## config.mk

```make
export PLATFORM = sky130hd
export DESIGN_NAME = burst_seq
export DESIGN_NICKNAME = d
export VERILOG_FILES = /design/src/rtl/burst_seq_pkg.sv /design/src/rtl/burst_seq_dp.sv /design/src/rtl/burst_seq_ctl.sv /design/src/rtl/burst_seq.sv
export SDC_FILE = /design/constraint.sdc
export NUM_CORES = 1
export LEC_CHECK = 0
export ABC_AREA = 1
export BUFFER_PORTS_ARGS = -buffer_cell sky130_fd_sc_hd__buf_4
export CORE_ASPECT_RATIO = 0.5
export CORE_MARGIN = 2
export CORE_UTILIZATION = 50
export DETAILED_ROUTE_END_ITERATION = 8
export PLACE_DENSITY = 0.75
export REMOVE_ABC_BUFFERS = 1
export SYNTH_ARGS = -nofsm -noshare
export SYNTH_HDL_FRONTEND = slang
export SYNTH_SLANG_ARGS = --single-unit
```

## constraint.sdc

```tcl
create_clock -name clk -period 1.8 [get_ports clk]
set_input_delay 0.18 -clock clk [delete_from_list [all_inputs] [get_ports clk]]
set_output_delay 0.18 -clock clk [all_outputs]
set_load 0.005 [all_outputs]
```

## src/rtl/burst_seq_pkg.sv

```systemverilog
package burst_seq_pkg;

  typedef enum logic [1:0] {
    S_IDLE   = 2'd0,
    S_ARMED  = 2'd1,
    S_ACTIVE = 2'd2,
    S_BLANK  = 2'd3
  } seqState_t;

  localparam logic [1:0] MODE_TRIG = 2'd0;
  localparam logic [1:0] MODE_IO1  = 2'd1;
  localparam logic [1:0] MODE_DUAL = 2'd2;
  localparam logic [1:0] MODE_AUTO = 2'd3;

  // strobes from control to datapath
  typedef struct packed {
    logic cntClr;
    logic cntInc;
    logic blankLoad;
    logic ovlEn;
  } dpCtrl_t;

  // status from datapath to control
  typedef struct packed {
    logic fall1;
    logic fall2;
    logic rise1;
    logic trigRise;
    logic lvl1;
    logic lvl2;
    logic cntLast;
    logic ovlHit;
    logic blankDone;
  } dpStat_t;

endpackage

```

## src/rtl/burst_seq_dp.sv

```systemverilog
module burst_seq_dp
  import burst_seq_pkg::*;
#(
  parameter int PULSE_W     = 8,
  parameter int BLANK_W     = 8,
  parameter int OVL_CYC     = 1,
  parameter int SYNC_STAGES = 2
) (
  input  logic               clk,
  input  logic               rstN,
  input  logic [1:0]         mode,
  input  logic               trigger,
  input  logic [PULSE_W-1:0] pulseCount,
  input  logic [BLANK_W-1:0] blankCycles,
  input  logic [1:0]         pins,
  input  dpCtrl_t            ctl,
  output dpStat_t            st
);

  localparam int CW = PULSE_W + 1;
  localparam int OW = $clog2(OVL_CYC + 1);

  logic [SYNC_STAGES-1:0] shReg [2];
  logic [1:0] lvl;
  logic [1:0] lvlPrev;

  // per-pin synchroniser, idle level high
  for (genvar g = 0; g < 2; g++) begin : g_sync
    always_ff @(posedge clk) begin
      if (!rstN) begin
        shReg[g]   <= '1;
        lvlPrev[g] <= 1'b1;
      end else begin
        shReg[g]   <= {shReg[g][SYNC_STAGES-2:0], pins[g]};
        lvlPrev[g] <= lvl[g];
      end
    end
    assign lvl[g] = shReg[g][SYNC_STAGES-1];
  end

  logic trigPrev;
  always_ff @(posedge clk) begin
    if (!rstN) trigPrev <= 1'b0;
    else       trigPrev <= trigger;
  end

  // pulse counter
  logic [PULSE_W-1:0] pulseCnt;
  logic [PULSE_W-1:0] effLimit;
  logic               countOn;

  always_comb begin
    effLimit = pulseCount;
    if (mode == MODE_AUTO && pulseCount == '0) effLimit = PULSE_W'(1);
    countOn = (effLimit != '0);
  end

  always_ff @(posedge clk) begin
    if (!rstN)           pulseCnt <= '0;
    else if (ctl.cntClr) pulseCnt <= '0;
    else if (ctl.cntInc) pulseCnt <= pulseCnt + 1'b1;
  end

  // overlap run-length counter
  logic [OW-1:0] ovlCnt;
  logic          bothHigh;
  assign bothHigh = lvl[0] & lvl[1];

  always_ff @(posedge clk) begin
    if (!rstN)                    ovlCnt <= '0;
    else if (!ctl.ovlEn || !bothHigh) ovlCnt <= '0;
    else if (ovlCnt != OW'(OVL_CYC)) ovlCnt <= ovlCnt + 1'b1;
  end

  // blank-out timer
  logic [BLANK_W-1:0] blankCnt;
  always_ff @(posedge clk) begin
    if (!rstN)              blankCnt <= '0;
    else if (ctl.blankLoad) blankCnt <= blankCycles;
    else if (blankCnt != '0) blankCnt <= blankCnt - 1'b1;
  end

  always_comb begin
    st.lvl1      = lvl[0];
    st.lvl2      = lvl[1];
    st.fall1     = lvlPrev[0] & ~lvl[0];
    st.fall2     = lvlPrev[1] & ~lvl[1];
    st.rise1     = ~lvlPrev[0] & lvl[0];
    st.trigRise  = trigger & ~trigPrev;
    st.cntLast   = countOn && (({1'b0, pulseCnt} + CW'(1)) == {1'b0, effLimit});
    st.ovlHit    = ctl.ovlEn && bothHigh && (ovlCnt == OW'(OVL_CYC - 1));
    st.blankDone = (blankCnt == '0);
  end

  // a loaded timer counts down by one per cycle
  a_r10_blank_down: assert property (@(posedge clk) disable iff (!rstN)
    (!ctl.blankLoad && blankCnt != '0) |=> blankCnt == $past(blankCnt) - 1'b1);

endmodule

```

## src/rtl/burst_seq_ctl.sv

```systemverilog
module burst_seq_ctl
  import burst_seq_pkg::*;
(
  input  logic       clk,
  input  logic       rstN,
  input  logic [1:0] mode,
  input  logic       trigger,
  input  dpStat_t    st,
  output dpCtrl_t    ctl,
  output logic       busy,
  output logic       burstDone
);

  seqState_t state, stateNext;
  logic      endNow;
  logic      startNow;
  logic      doneQ;

  always_comb begin
    stateNext = state;
    ctl       = '0;
    endNow    = 1'b0;
    startNow  = 1'b0;
    unique case (state)
      S_IDLE: begin
        unique case (mode)
          MODE_TRIG: if (st.trigRise) stateNext = S_ARMED;
          MODE_IO1:  if (st.fall1) stateNext = S_ARMED;
          MODE_DUAL: if (st.fall1 || st.fall2) stateNext = S_ARMED;
          default:   if (st.fall2) startNow = 1'b1;
        endcase
      end
      S_ARMED: begin
        unique case (mode)
          MODE_TRIG: if (!trigger) stateNext = S_IDLE;
                     else if (st.fall2) startNow = 1'b1;
          MODE_IO1:  if (st.rise1) stateNext = S_IDLE;
                     else if (st.fall2) startNow = 1'b1;
          MODE_DUAL: if (st.fall1) startNow = 1'b1;
          default:   stateNext = S_IDLE;
        endcase
      end
      S_ACTIVE: begin
        ctl.ovlEn = (mode == MODE_DUAL);
        unique case (mode)
          MODE_TRIG: if (!trigger) endNow = 1'b1;
                     else if (st.fall2) begin
                       ctl.cntInc = 1'b1;
                       endNow     = st.cntLast;
                     end
          MODE_IO1:  if (st.rise1) endNow = 1'b1;
                     else if (st.fall2) begin
                       ctl.cntInc = 1'b1;
                       endNow     = st.cntLast;
                     end
          MODE_DUAL: endNow = st.ovlHit;
          default:   if (st.fall2) begin
                       ctl.cntInc    = 1'b1;
                       endNow        = st.cntLast;
                       ctl.blankLoad = st.cntLast;
                     end
        endcase
        if (endNow) stateNext = (mode == MODE_AUTO) ? S_BLANK : S_IDLE;
      end
      default: if (st.blankDone) stateNext = S_IDLE;
    endcase
    if (startNow) begin
      stateNext  = S_ACTIVE;
      ctl.cntClr = 1'b1;
    end
  end

  always_ff @(posedge clk) begin
    if (!rstN) begin
      state <= S_IDLE;
      doneQ <= 1'b0;
    end else begin
      state <= stateNext;
      doneQ <= (state == S_ACTIVE) && (stateNext != S_ACTIVE);
    end
  end

  assign busy      = (state == S_ACTIVE);
  assign burstDone = doneQ;

  // done lasts one cycle
  a_r11_done_single: assert property (@(posedge clk) disable iff (!rstN)
    doneQ |=> !doneQ);
  // done only after an active cycle
  a_r11_done_after_burst: assert property (@(posedge clk) disable iff (!rstN)
    doneQ |-> $past(state) == S_ACTIVE);
  // no start straight out of blank-out
  a_r10_blank_no_start: assert property (@(posedge clk) disable iff (!rstN)
    (state == S_BLANK) |=> (state != S_ACTIVE));
  // overlap ends and disarms
  a_r8_ovl_disarm: assert property (@(posedge clk) disable iff (!rstN)
    (state == S_ACTIVE && mode == MODE_DUAL && st.ovlHit) |=> state == S_IDLE);
  // an io2 edge alone never starts a two-pin burst
  a_r7_dual_io1_start: assert property (@(posedge clk) disable iff (!rstN)
    (state == S_ARMED && mode == MODE_DUAL && st.fall2 && !st.fall1) |=> state == S_ARMED);
  // one io2 edge arms and starts in self-starting mode
  a_r9_auto_start: assert property (@(posedge clk) disable iff (!rstN)
    (state == S_IDLE && mode == MODE_AUTO && st.fall2) |=> state == S_ACTIVE);

endmodule

```

## src/rtl/burst_seq.sv

```systemverilog
module burst_seq
  import burst_seq_pkg::*;
#(
  parameter int PULSE_W     = 8,
  parameter int BLANK_W     = 8,
  parameter int OVL_CYC     = 1,
  parameter int SYNC_STAGES = 2
) (
  input  logic               clk,
  input  logic               rstN,
  input  logic [1:0]         mode,
  input  logic               trigger,
  input  logic [PULSE_W-1:0] pulseCount,
  input  logic [BLANK_W-1:0] blankCycles,
  input  logic               io1,
  input  logic               io2,
  output logic               outA,
  output logic               outB,
  output logic               busy,
  output logic               burstDone
);

  dpCtrl_t ctl;
  dpStat_t st;

  burst_seq_dp #(
    .PULSE_W(PULSE_W), .BLANK_W(BLANK_W),
    .OVL_CYC(OVL_CYC), .SYNC_STAGES(SYNC_STAGES)
  ) u_dp (
    .clk(clk), .rstN(rstN), .mode(mode), .trigger(trigger),
    .pulseCount(pulseCount), .blankCycles(blankCycles),
    .pins({io2, io1}), .ctl(ctl), .st(st)
  );

  burst_seq_ctl u_ctl (
    .clk(clk), .rstN(rstN), .mode(mode), .trigger(trigger),
    .st(st), .ctl(ctl), .busy(busy), .burstDone(burstDone)
  );

  assign outA = busy & st.lvl1;
  assign outB = busy & st.lvl2;

  // clearing the trigger leaves no active trigger-mode burst
  a_r4_trig_clear: assert property (@(posedge clk) disable iff (!rstN)
    (mode == MODE_TRIG && !trigger && $past(!trigger)) |-> !busy);

endmodule

```

**Word level (Yosys, flattened, before mapping)**

Memory sizes are Yosys's and may differ from the RTL's.
Index checks and enable logic that the tools add are counted.

- Flip-flop bits (word level): 23
- Bits in writable memories: 4
- Bits of input ports: 23
- Logic and storage cells: 91
- Memories kept: 1

- Add/sub/neg operators: 4
- Equal/unequal tests: 7
- Muxes and demuxes: 37
- Bitwise gates (word level): 15
- Reduce and logical (&&, ||, !) cells: 19

Memories:

| memory | depth | width | rd ports | clocked after memory_dff | wr ports | line | source |
|---|---|---|---|---|---|---|---|
| u_dp.shReg | 2 | 2 | 2 | 0 | 2 | burst_seq_dp.sv:23 | `logic [SYNC_STAGES-1:0] shReg [2];` |

Operators with widths:

| cell | number |
|---|---|
| 2-bit two-way mux | 12 |
| 8-bit two-way mux | 3 |
| 2-bit one-hot mux with 3 select lines | 3 |
| 8-bit logical NOT | 2 |
| 8-bit nonzero test | 2 |
| 1-bit two-way mux | 14 |
| 8-bit by 1-bit adder with 9-bit output, second input constant | 1 |
| 9-bit by 8-bit equality test with 1-bit output | 1 |
| 1-bit one-hot mux with 3 select lines | 3 |
| 8-bit by 1-bit adder with 8-bit output, second input constant | 1 |
| 8-bit by 1-bit subtractor with 8-bit output, second input constant | 1 |
| 1-bit AND | 7 |
| 2-bit equality test, second input constant | 3 |
| 1-bit inverter | 6 |
| 1-bit logical AND | 5 |
| 2-bit by 1-bit equality test with 1-bit output, second input constant | 2 |
| 2-bit logical NOT | 2 |
| 2-bit OR reduction | 2 |
| 3-bit two-way mux | 1 |
| 3-bit OR reduction | 1 |
| 1-bit logical NOT | 2 |
| 1-bit logical OR | 2 |
| 2-bit inequality test, second input constant | 1 |
| 1-bit bitwise OR | 2 |
| other kinds (3) | 3 |

**Depth between registers and ports, before layout**

- Depth in word-level cells: 17
- Depth in mapped cells: 15
- Gate-level depth less buffers: 15

**Hierarchy**

A second synthesis with hierarchy kept.

- Cell total of the unflattened synthesis: 295
- Area, all modules: 1,799.2 sq um

Modules (own cells, without submodules):

| module | instances | cells an instance | area an instance (sq um) | seq. area each (sq um) |
|---|---|---|---|---|
| burst_seq_dp | 1 | 222 | 1,406.3 | 480.5 |
| burst_seq_ctl | 1 | 69 | 377.9 | 60.1 |
| burst_seq | 1 | 4 | 15.0 | 0.0 |

**Worst setup path before layout**

No wires, ideal clock.

- Path type: reg2reg
- From: reg u_dp.pulseCnt[0]
- To: reg u_dp.blankCnt[4]
- Arrival: 1,667 ps
- Slack: 13 ps
- Stages on the path, launching flop included: 14
- Path through: dfxtp_1 > ha_1 > nand3_1 > nor2_1 > nand2_1 > nand2_2 > nand2_2 > nand2_2 > nand2_2 > nor2_4 > nand4_4 > buf_6 > o211ai_1 > a21oi_1

- Word-level cells in the longest chain between the ends: 7
- Elaborated cells between the ends (all ways): 8
- Classes of those cells: 1 x add/sub; 1 x eq/ne; 4 x mux; 2 x reduce/logical

RTL lines:

| what | line | source |
|---|---|---|
| start: declaration | burst_seq_dp.sv:48 | `logic [PULSE_W-1:0] pulseCnt;` |
| start signal: assignment | burst_seq_dp.sv:61 | `else if (ctl.cntInc) pulseCnt <= pulseCnt + 1'b1;` |
| 8-bit by 1-bit adder with 9-bit output (*) | burst_seq_dp.sv:90 | `st.cntLast = countOn && (({1'b0, pulseCnt} + CW'(1)) == {1'b0, effLimit});` |
| 9-bit by 8-bit equality test with 1-bit output (*) | burst_seq_dp.sv:90 |  |
| 1-bit logical AND (*) | burst_seq_dp.sv:90 |  |
| 2-bit two-way mux (*) | burst_seq_ctl.sv:57 | `default: if (st.fall2) begin` |
| 1-bit two-way mux (*) | burst_seq_ctl.sv:45 | `unique case (mode)` |
| 3-bit two-way mux (*) | burst_seq_ctl.sv:24 | `unique case (state)` |
| 8-bit two-way mux / 2-bit nonzero test (equally long branches) | -- |  |
| end signal: assignment | burst_seq_dp.sv:79 | `else if (ctl.blankLoad) blankCnt <= blankCycles;` |
| end signal: assignment | burst_seq_dp.sv:80 | `else if (blankCnt != '0) blankCnt <= blankCnt - 1'b1;` |
| end: declaration | burst_seq_dp.sv:76 | `logic [BLANK_W-1:0] blankCnt;` |

Mark *: on every way between the ends. The rest lies on a longest branch, timed or not.
A chain may end at the register's enable or synchronous reset.

**Final worst setup path**

- From: reg u_dp.pulseCnt[1]
- To: reg u_dp.blankCnt[6]

Same word-level chain as after synthesis.

==> impl_metrics.tcl <==
set metrics [dict create \
    status "finished with violations" \
    violations "setup timing" \
    core_area_um2 3120 \
    grt.overflow.total 0 \
    antenna_left 0 \
    fin_crit_sh_pct 109 \
    p_per_area_nw_per_um2 859 \
    final_cells 343 \
    min_path_type "in -> reg" \
    worstPathCellList "ha_4 > inv_2 > nand2_1 > nand2_1 > nor2_2 > nand3_2 > nor2_2 > nand3_2 > nor2_4 > buf_6 > nand4_4 > nand4_1 > a21oi_2" \
    io_pins 27 \
    avgSynthCellArea_um2 6.54 \
    firstDrtPassIters 4 \
    fin_skew_ns 0.00292 \
    cts_hold_buf 0 \
    grt.total_usage_pct 23.0 \
    insertedDiodeCount 0 \
    synth_cell_type_count 36 \
    h-tree-depth 1 \
    clock_path_buffers 2 \
    die_x_um 86.5 \
    path_max_fanout 6 \
    synth-seq-cells 27 \
    dpl.hpwl_um 3090 \
    worstSetupEndpointType "flip-flop" \
    antenna_found_initial 0 \
    ys_seq_area_share_pct 31.8 \
    fin_ws_ns -0.169 \
    holdWs_ns 0.0765 \
    grt_max_degree 18 \
    finalSetupViolations 11 \
    final_cell_mix "nand2_1, buf_4, inv_1, nor2_1, dfxtp_1" \
    fp-row-count 14 \
    cts_root_buffer "clkbuf_8" \
    die_h_um 45.3 \
    tightest_slew_ns 0.476 \
    wire_per_inst_um 12.3 \
    placed_area_um2 2030 \
    peakVddDrop_uv 646 \
    drc 0 \
    syn_area_um2 1700 \
    slew_headroom_pct 68.2 \
    vias 1806 \
    critPathSlowestCell "dfxtp_2" \
    cap_viol_max_count 0 \
    leakage_nw 1.01 \
    worstPathArrival_ns 2.15 \
    viasPerCell 5.27 \
    dieArea_um2 3910 \
    area_delta_synth_final_pct 28.6 \
    place_ws_ns -0.183 \
    final_common_cell "nand2_1" \
    drive_above_1_share_pct 28.4 \
    place_congestion 0.871 \
    timing.fmax_mhz 508 \
    syn-instance-count 260 \
    layout_min_cycle_time_ns 1.97 \
    first_global_vias 1618 \
    synth_warnings 0 \
    cpPeakStageDelay_ns 0.35 \
    rsz0062_at_grt "yes" \
    io_buffers 26 \
    fin_area_um2 2190 \
    worstSetupPathType "reg -> reg" \
    grt_pass1_wl_um 6890 \
    cp.required_ns 1.98 \
    drv_slew 0 \
    cts_tree "done" \
    startpoint_type "flip-flop" \
    routed_wl_um 4210 \
    hold_viol_final 0 \
    first_iter_violations 58 \
    clk_pin_slew_worst_paths_ns 0.10 \
    cts_buffers 3 \
    cts_sinks 27 \
    initial_utilization_pct 54.6 \
    place_inst 337 \
    clock_latency_ns 0.28 \
    final_nets 330 \
]
## cell families after synthesis
| kind of cell | count (synthesis) | share of synthesized area, % |
|---|---|---|
| fa+ha+maj | 3 | 2.21 |
| flops | 27 | 31.8 |
| xor+xnor | 5 | 2.57 |
| simple gates | 151 | 42.0 |
| buf+inv | 39 | 9.04 |
| compound gates | 35 | 12.4 |
## final cells by class
cell class / instances / area, µm²
inverters: 37 / 139
well taps: 40 / 50.0
clock buffers: 3 / 41.3
clock inverters: 1 / 8.76
repair buffers: 40 / 312
multi-input cells: 195 / 1090
fillers: 266 / 930
flip-flops and latches: 27 / 544
## metal layers
metal	global-route usage (%)	vias up	share of wire, %
li1	-	936	-
met1	28.5	818	44
met2	40.0	46	49
met3	6.03	6	6.1
met4	7.19	0	1.0
met5	0	-	0
## worst paths after layout
check | startpoint | end | slack, ns | depth (start not counted)
setup reg to reg | u_dp.pulseCnt[1]$_SDFFE_PP0P_ | u_dp.blankCnt[6]$_SDFFE_PN0P_ | -0.17 | 13
setup / recovery | u_dp.pulseCnt[1]$_SDFFE_PP0P_ | u_dp.blankCnt[6]$_SDFFE_PN0P_ | -0.17 | 13
hold reg to reg | u_dp.shReg[1][0]$_SDFF_PN1_ | u_dp.shReg[1][1]$_SDFF_PN1_ | 0.42 | 1
hold / removal | io2 | u_dp.shReg[1][0]$_SDFF_PN1_ | 0.08 | 2
## worst max-delay path, delay by kind of cell (launching register included)
kind	cells	cell delay, ns
AND/OR/NAND/NOR	9	1.03
flip-flops	1	0.35
adder cells (fa/ha/maj)	1	0.27
buffers and inverters	2	0.16
AO/OA/AOI/OAI	1	0.06
## cell usage after synthesis
master	instances	area [µm²]
nand2_1	67	251
inv_1	33	124
nor2_1	31	116
dfxtp_1	27	541
a21oi_1	17	85.1
nand3_1	16	80.1
nand4_1	12	75.1
nand2_2	7	43.8
o21ai_0	6	30.0
nor3_1	5	25.0
or2_2	4	25.0
xor2_1	4	35.0
ha_1	3	37.5
inv_2	3	11.3
nand3_2	2	20.0
nor2_4	2	22.5
o21ai_1	2	10.0
a211oi_1	1	7.51
a211oi_2	1	12.5
a21oi_2	1	8.76
a31o_2	1	8.76
a32oi_1	1	8.76
buf_6	1	11.3
clkbuf_1	1	3.75
clkinv_1	1	3.75
nand3b_1	1	7.51
nand4_4	1	21.3
nor2_2	1	6.26
nor3b_1	1	7.51
nor4_2	1	12.5
o211ai_1	1	7.51
o21ai_2	1	8.76
o21bai_1	1	7.51
o31ai_1	1	7.51
o32ai_1	1	8.76
xnor2_1	1	8.76
## timing repair
action	CTS	global route
hold endpoints to repair	0	0
endpoints found under the setup margin	11	12
buffers inserted	1	0
pin swaps	3	10
cloned	1	0
resized for setup	11	13
## sequential cells by signal, indices dropped and copies added, names as in the netlist
signal,flops
u_ctl.burstDone,1
u_ctl.state,2
u_dp.blankCnt,8
u_dp.lvlPrev,2
u_dp.ovlCnt,1
u_dp.pulseCnt,8
u_dp.shReg,4
u_dp.trigPrev,1
## where the power goes
group | total, mW | leakage [nW] | internal, mW | switching [mW]
combinational | 0.751 | 0.759 | 0.337 | 0.415
sequential | 0.751 | 0.222 | 0.688 | 0.0634
clock | 0.378 | 0.0261 | 0.163 | 0.215
## through the flow
| step | power, mW | TNS [ns] | utilization (%) |
|---|---|---|---|
| after floorplan | 1.29 | -0.0135 | - |
| after global placement | 1.46 | -0.986 | 65.1 |
| after detailed placement | 1.48 | -1.45 | 65.1 |
| after CTS | 1.86 | -1.03 | 69.1 |
| after global routing | 2.05 | -2.72 | 70.2 |
| final | 1.88 | -1.09 | 70.2 |
(Power assumes the default switching activity.)
